===== config.mk =====
export PLATFORM = sky130hd
export DESIGN_NAME = prio_fwd_queue
export DESIGN_NICKNAME = d
export VERILOG_FILES = /design/src/rtl/pfq_pkg.sv /design/src/rtl/pfq_tag_ram.sv /design/src/rtl/pfq_prio_chain.sv /design/src/rtl/pfq_panic_ctrl.sv /design/src/rtl/prio_fwd_queue.sv
export SDC_FILE = /design/constraint.sdc
export NUM_CORES = 1
export LEC_CHECK = 0
export ABC_AREA = 1
export CAP_MARGIN = 20
export CORE_MARGIN = 2
export CORE_UTILIZATION = 30
export DETAILED_ROUTE_END_ITERATION = 8
export PLACE_DENSITY = 0.5
export SYNTH_ARGS = -nofsm -noshare
export SYNTH_HDL_FRONTEND = slang
export SYNTH_HIERARCHICAL = 1
export SYNTH_SLANG_ARGS = --single-unit
export TNS_END_PERCENT = 10

===== constraint.sdc =====
create_clock -name clk -period 4.92 [get_ports clk]
set_clock_uncertainty 0.05 [all_clocks]
set_input_delay 0.738 -clock clk [delete_from_list [all_inputs] [get_ports clk]]
set_output_delay 0.738 -clock clk [all_outputs]
set_load 0.005 [all_outputs]

===== src/rtl/pfq_pkg.sv =====
package pfq_pkg;
  typedef enum logic {
    PRIO_BULK = 1'b0,
    PRIO_RT   = 1'b1
  } prio_e;

  localparam int unsigned DEF_DEPTH = 8;
  localparam int unsigned DEF_TAG_W = 32;
endpackage


===== src/rtl/pfq_tag_ram.sv =====
module pfq_tag_ram #(
  parameter int unsigned DEPTH = 8,
  parameter int unsigned TAG_W = 32
) (
  input  logic             clk,
  input  logic             rst,
  input  logic             wr_en_i,
  input  logic [TAG_W-1:0] wr_tag_i,
  input  logic             rd_adv_i,
  output logic [TAG_W-1:0] rd_tag_o
);
  localparam int unsigned PTR_W = (DEPTH > 1) ? $clog2(DEPTH) : 1;
  localparam logic [PTR_W-1:0] LAST = PTR_W'(DEPTH - 1);

  logic [TAG_W-1:0] mem [DEPTH];
  logic [PTR_W-1:0] wr_ptr, rd_ptr;

  function automatic logic [PTR_W-1:0] bump(input logic [PTR_W-1:0] p);
    return (p == LAST) ? '0 : p + 1'b1;
  endfunction

  always_ff @(posedge clk) begin
    if (wr_en_i) mem[wr_ptr] <= wr_tag_i;
  end

  always_ff @(posedge clk) begin
    if (rst) begin
      wr_ptr <= '0;
      rd_ptr <= '0;
    end else begin
      if (wr_en_i)  wr_ptr <= bump(wr_ptr);
      if (rd_adv_i) rd_ptr <= bump(rd_ptr);
    end
  end

  assign rd_tag_o = mem[rd_ptr];
endmodule


===== src/rtl/pfq_prio_chain.sv =====
module pfq_prio_chain #(
  parameter int unsigned DEPTH = 8
) (
  input  logic             clk,
  input  logic             rst,
  input  logic             push_i,
  input  logic             push_rt_i,
  input  logic             pop_i,
  output logic [DEPTH-1:0] vld_o,
  output logic [DEPTH-1:0] eff_o,
  output logic [DEPTH-1:0] orig_o
);
  import pfq_pkg::*;

  logic [DEPTH-1:0] vld_q, eff_q, orig_q;
  logic [DEPTH-1:0] sh_vld, sh_eff, sh_orig;
  logic [DEPTH-1:0] take, nxt_vld, nxt_eff, nxt_orig;
  logic             push_is_rt;

  assign push_is_rt = (push_rt_i == PRIO_RT);

  for (genvar i = 0; i < DEPTH; i++) begin : g_slot
    logic ahead_vld;
    logic behind_eff;

    // Slot contents after an optional shift toward the head
    if (i == DEPTH - 1) begin : g_tail
      assign sh_vld[i]  = pop_i ? 1'b0 : vld_q[i];
      assign sh_eff[i]  = pop_i ? 1'b0 : eff_q[i];
      assign sh_orig[i] = pop_i ? 1'b0 : orig_q[i];
      assign behind_eff = 1'b0;
    end else begin : g_body
      assign sh_vld[i]  = pop_i ? vld_q[i+1]  : vld_q[i];
      assign sh_eff[i]  = pop_i ? eff_q[i+1]  : eff_q[i];
      assign sh_orig[i] = pop_i ? orig_q[i+1] : orig_q[i];
      assign behind_eff = sh_eff[i+1];
    end

    if (i == 0) begin : g_head
      assign ahead_vld = 1'b1;
    end else begin : g_rest
      assign ahead_vld = sh_vld[i-1];
    end

    // New entry lands in the first free slot after the shift
    assign take[i]     = push_i & ~sh_vld[i] & ahead_vld;
    assign nxt_vld[i]  = sh_vld[i] | take[i];
    assign nxt_eff[i]  = take[i] ? push_is_rt
                                 : (sh_vld[i] & (sh_eff[i] | behind_eff));
    assign nxt_orig[i] = take[i] ? push_is_rt : (sh_vld[i] & sh_orig[i]);
  end

  always_ff @(posedge clk) begin
    if (rst) begin
      vld_q  <= '0;
      eff_q  <= '0;
      orig_q <= '0;
    end else begin
      vld_q  <= nxt_vld;
      eff_q  <= nxt_eff;
      orig_q <= nxt_orig;
    end
  end

  assign vld_o  = vld_q;
  assign eff_o  = eff_q;
  assign orig_o = orig_q;
endmodule


===== src/rtl/pfq_panic_ctrl.sv =====
module pfq_panic_ctrl #(
  parameter int unsigned DEPTH = 8
) (
  input  logic clk,
  input  logic rst,
  input  logic inc_i,
  input  logic dec_i,
  output logic panic_o,
  output logic enter_o,
  output logic exit_o
);
  localparam int unsigned CNT_W = $clog2(DEPTH + 1);

  logic [CNT_W-1:0] cnt_q, cnt_nxt;
  logic             busy_now, busy_nxt;

  always_comb begin
    unique case ({inc_i, dec_i})
      2'b10:   cnt_nxt = cnt_q + 1'b1;
      2'b01:   cnt_nxt = cnt_q - 1'b1;
      default: cnt_nxt = cnt_q;
    endcase
  end

  assign busy_now = (cnt_q != '0);
  assign busy_nxt = (cnt_nxt != '0);

  always_ff @(posedge clk) begin
    if (rst) begin
      cnt_q   <= '0;
      enter_o <= 1'b0;
      exit_o  <= 1'b0;
    end else begin
      cnt_q   <= cnt_nxt;
      enter_o <= busy_nxt & ~busy_now;
      exit_o  <= ~busy_nxt & busy_now;
    end
  end

  assign panic_o = busy_now;
endmodule


===== src/rtl/prio_fwd_queue.sv =====
module prio_fwd_queue #(
  parameter int unsigned DEPTH = pfq_pkg::DEF_DEPTH,
  parameter int unsigned TAG_W = pfq_pkg::DEF_TAG_W
) (
  input  logic             clk,
  input  logic             rst,
  input  logic             enq_valid_i,
  output logic             enq_ready_o,
  input  logic             enq_rt_i,
  input  logic [TAG_W-1:0] enq_tag_i,
  output logic             deq_valid_o,
  input  logic             deq_ready_i,
  output logic [TAG_W-1:0] deq_tag_o,
  output logic             deq_rt_o,
  output logic             panic_o,
  output logic             panic_enter_o,
  output logic             panic_exit_o
);
  logic [DEPTH-1:0] vld, eff, orig;
  logic             push, pop;

  assign deq_valid_o = vld[0];
  assign deq_rt_o    = eff[0];
  assign enq_ready_o = ~vld[DEPTH-1] | deq_ready_i;
  assign push        = enq_valid_i & enq_ready_o;
  assign pop         = deq_valid_o & deq_ready_i;

  pfq_tag_ram #(.DEPTH(DEPTH), .TAG_W(TAG_W)) ram_i (
    .clk      (clk),
    .rst      (rst),
    .wr_en_i  (push),
    .wr_tag_i (enq_tag_i),
    .rd_adv_i (pop),
    .rd_tag_o (deq_tag_o)
  );

  pfq_prio_chain #(.DEPTH(DEPTH)) chain_i (
    .clk       (clk),
    .rst       (rst),
    .push_i    (push),
    .push_rt_i (enq_rt_i),
    .pop_i     (pop),
    .vld_o     (vld),
    .eff_o     (eff),
    .orig_o    (orig)
  );

  pfq_panic_ctrl #(.DEPTH(DEPTH)) panic_i (
    .clk     (clk),
    .rst     (rst),
    .inc_i   (push & enq_rt_i),
    .dec_i   (pop & orig[0]),
    .panic_o (panic_o),
    .enter_o (panic_enter_o),
    .exit_o  (panic_exit_o)
  );
endmodule


==> metrics.yaml <==
outcome: "finished, final reports clean"
n_antenna_cell: 0
finalHoldViolCount: 0
syn_area_mm2: 0.0132
die_h_um: 214
gp_congestion: 0.729
setup_viol: 0
core_mm2: 0.0434
internal_power_mw: 4.47
num_vias: 8666
clkSlewWorstSetupHoldPaths_ns: 0.06
grt_max_degree: 81
cts_tree: "yes"
grt_first_pass_wirelength_mm: 47.0
rsz0062_at_grt: "no"
antenna_found_initial: 0
slew_headroom_pct: 28.3
grt_pass1_vias: 8417
fmax_mhz: 289
area_delta_synth_final_pct: 18.0
cts_buffers: 34
clkPwrFrac_pct: 42.0
path_class: "reg2out"
die_area_mm2: 0.0458
nets: 1508
yosysSeqAreaShare_pct: 63.9
io_pins: 75
hold_class: "reg2reg"
final_cell_mix: "nand2_1 (506), inv_1 (287), edfxtp_1 (256), nand3_1 (135), clkdlybuf4s50_1 (74)"
clockRootBuffer: "clkbuf_16"
drt_iter0_markers: 529
final_common_cell: "nand2_1"
instances_no_fill: 2074
cellPowerDensity_mw_per_mm2: 372
total_power_mw: 5.82
seq_power_share_pct: 48.4
ys_warn_count: 6
fill_cells: 4385
netlist_instances: 1392
dr.pass1.iters: 5
drtAntennaViolNets: 0
ctsResizeCount: 0
period_needed_ns: 3.47
synth_cell_type_count: 31
htree_levels: 2
cts_hold_buf: 0
combPwrFrac_pct: 9.5
drt-wirelength-per-cell_um: 14.1
swShare_pct: 23.1
drv_cap: 0
io_buffers: 74
setup.worst_path.end_class: "primary output"
start_kind: "register"
finalCritPeriodShare_pct: 70.4
clockBufferDepth: 3
viasPerCell: 4.18
maxSlewViolCount: 0
initial_core_util_pct: 30.5
cp.arrival_ns: 2.68
clkLatencyLatePin_ns: 0.50
grt_overflow: 0
drc: 0
required_ns: 4.13
layout-drive-gt1-share_pct: 7.86
syn_avg_cell_area_um2: 9.51
die_w_um: 214
final.setup.tns_ns: 0
crit_fanout: 41
ys_ff_latch: 295
drt-total-wl_mm: 29.3
p_leak_nw: 6.87
post-dp-hpwl_mm: 17.3
track_usage_pct: 12.8
post_cts_buffers: 0
worst_pin_slew_ns: 1.07
p_sw_mw: 1.34
ir_drop_uv: 180
fp-row-count: 76
clock-sinks: 295
dp_cells: 2013
syn-num-nets: 1436
synthesized netlist by cell type:
cell / n / area (µm²)
nor2_2: 3 / 18.8
nand3b_1: 4 / 30.0
nor3_1: 2 / 10.0
nand3_1: 135 / 676
nor2_4: 3 / 33.8
inv_4: 1 / 6.26
edfxtp_1: 256 / 7690
or2_2: 1 / 6.26
buf_4: 9 / 67.6
buf_2: 18 / 90.1
o21bai_1: 1 / 7.51
dfxtp_1: 39 / 781
xor2_1: 1 / 8.76
o21ai_2: 1 / 8.76
inv_1: 287 / 1080
xnor2_1: 1 / 8.76
buf_1: 5 / 18.8
o21ai_1: 2 / 10.0
buf_12: 1 / 20.0
nand2_2: 5 / 31.3
clkbuf_1: 10 / 37.5
o21ai_0: 6 / 30.0
nand3_2: 7 / 70.1
inv_2: 6 / 22.5
a21oi_1: 27 / 135
buf_6: 13 / 146
ha_1: 7 / 87.6
nand2_4: 10 / 113
a21oi_2: 2 / 17.5
nand2_1: 506 / 1900
nor2_1: 23 / 86.3
power groups by stage:
| stage | registers (mW) | logic (mW) | clock network (mW) |
|---|---|---|---|
| floorplan | 2.87 | 0.316 | 0 |
| global placement | 2.87 | 0.564 | 0 |
| detailed placement | 2.87 | 0.569 | 0 |
| CTS | 2.82 | 0.572 | 2.52 |
| global route | 2.82 | 0.631 | 2.63 |
| finish | 2.82 | 0.555 | 2.45 |
metrics by stage:
stage	instance area, µm²	util (%)	setup WS [ns]	hold slack, ns
global route	15600	36.1	1.26	0.452
CTS	15600	36.1	1.37	0.426
detailed placement	14600	33.6	1.34	0.416
global placement	14600	33.6	1.38	0.403
floorplan	13200	-	1.73	0.387
finish	15600	36.1	1.45	0.421
state kept, by name, summed over array words and instances (netlist names), named ones only:
register,flops
ram_i/rd_ptr,3
ram_i/wr_ptr,3
ram_i/mem,256
panic_i/enter_o,1
panic_i/exit_o,1
chain_i/eff_o,8
chain_i/orig_o,8
panic_i/cnt_q,4
chain_i/vld_o,8
area by class of cell:
type                       instances  area [µm²]  share of cell area, %
clock buffer                      42         902                   5.77
clock inverter                    19         179                   1.14
inverter                         294        1110                   7.09
multi-input combinational        747        3350                   21.4
sequential                       295        8470                   54.2
tap                              585         732                   4.68
timing repair buffer              92         888                   5.68
path summary, 6_finish.rpt:
path | from | to | slack [ns] | cells after the start
setup / recovery | register | deq_tag_o[6] | 1.45 | 7
hold / removal | chain_i/orig_o[7]$_SDFF_PP0_ | chain_i/orig_o[7]$_SDFF_PP0_ | 0.42 | 2
setup reg to reg | chain_i/vld_o[7]$_SDFF_PP0_ | ram_i/mem[2][14]$_DFFE_PP_ | 2.30 | 7
hold reg to reg | chain_i/orig_o[7]$_SDFF_PP0_ | chain_i/orig_o[7]$_SDFF_PP0_ | 0.42 | 2
metal layers:
metal | track usage (%) | up-vias | wire, µm
met1 | 17.6 | 4021 | 13900
li1 | - | 4471 | -
met5 | 0 | - | 0
met3 | 2.48 | 43 | 1250
met4 | 2.87 | 0 | 468
met2 | 21.1 | 131 | 13700
cell families (layout without fill, tap and decap cells):
group                      after synthesis  in the layout  synth area share [%]
and+or+nand+nor                        699            699                  22.5
adders and majority gates                7              7                 0.661
buffers and inverters                  350            447                  11.2
AOI/OAI and AO/OA                       39             39                  1.58
xor gates and xnor gates                 2              2                 0.132
DFF                                    295            295                  63.9
worst max-delay path, cell delays in order (launching register included):
cell,delay [ns]
dfxtp_2,0.32
clkinv_2,0.32
buf_4,0.56
nand3_1,0.13
nand2_1,0.09
nand2_1,0.05
nand2_1,0.16
clkdlybuf4s50_1,0.52
Power figures use the tool's default switching activity.
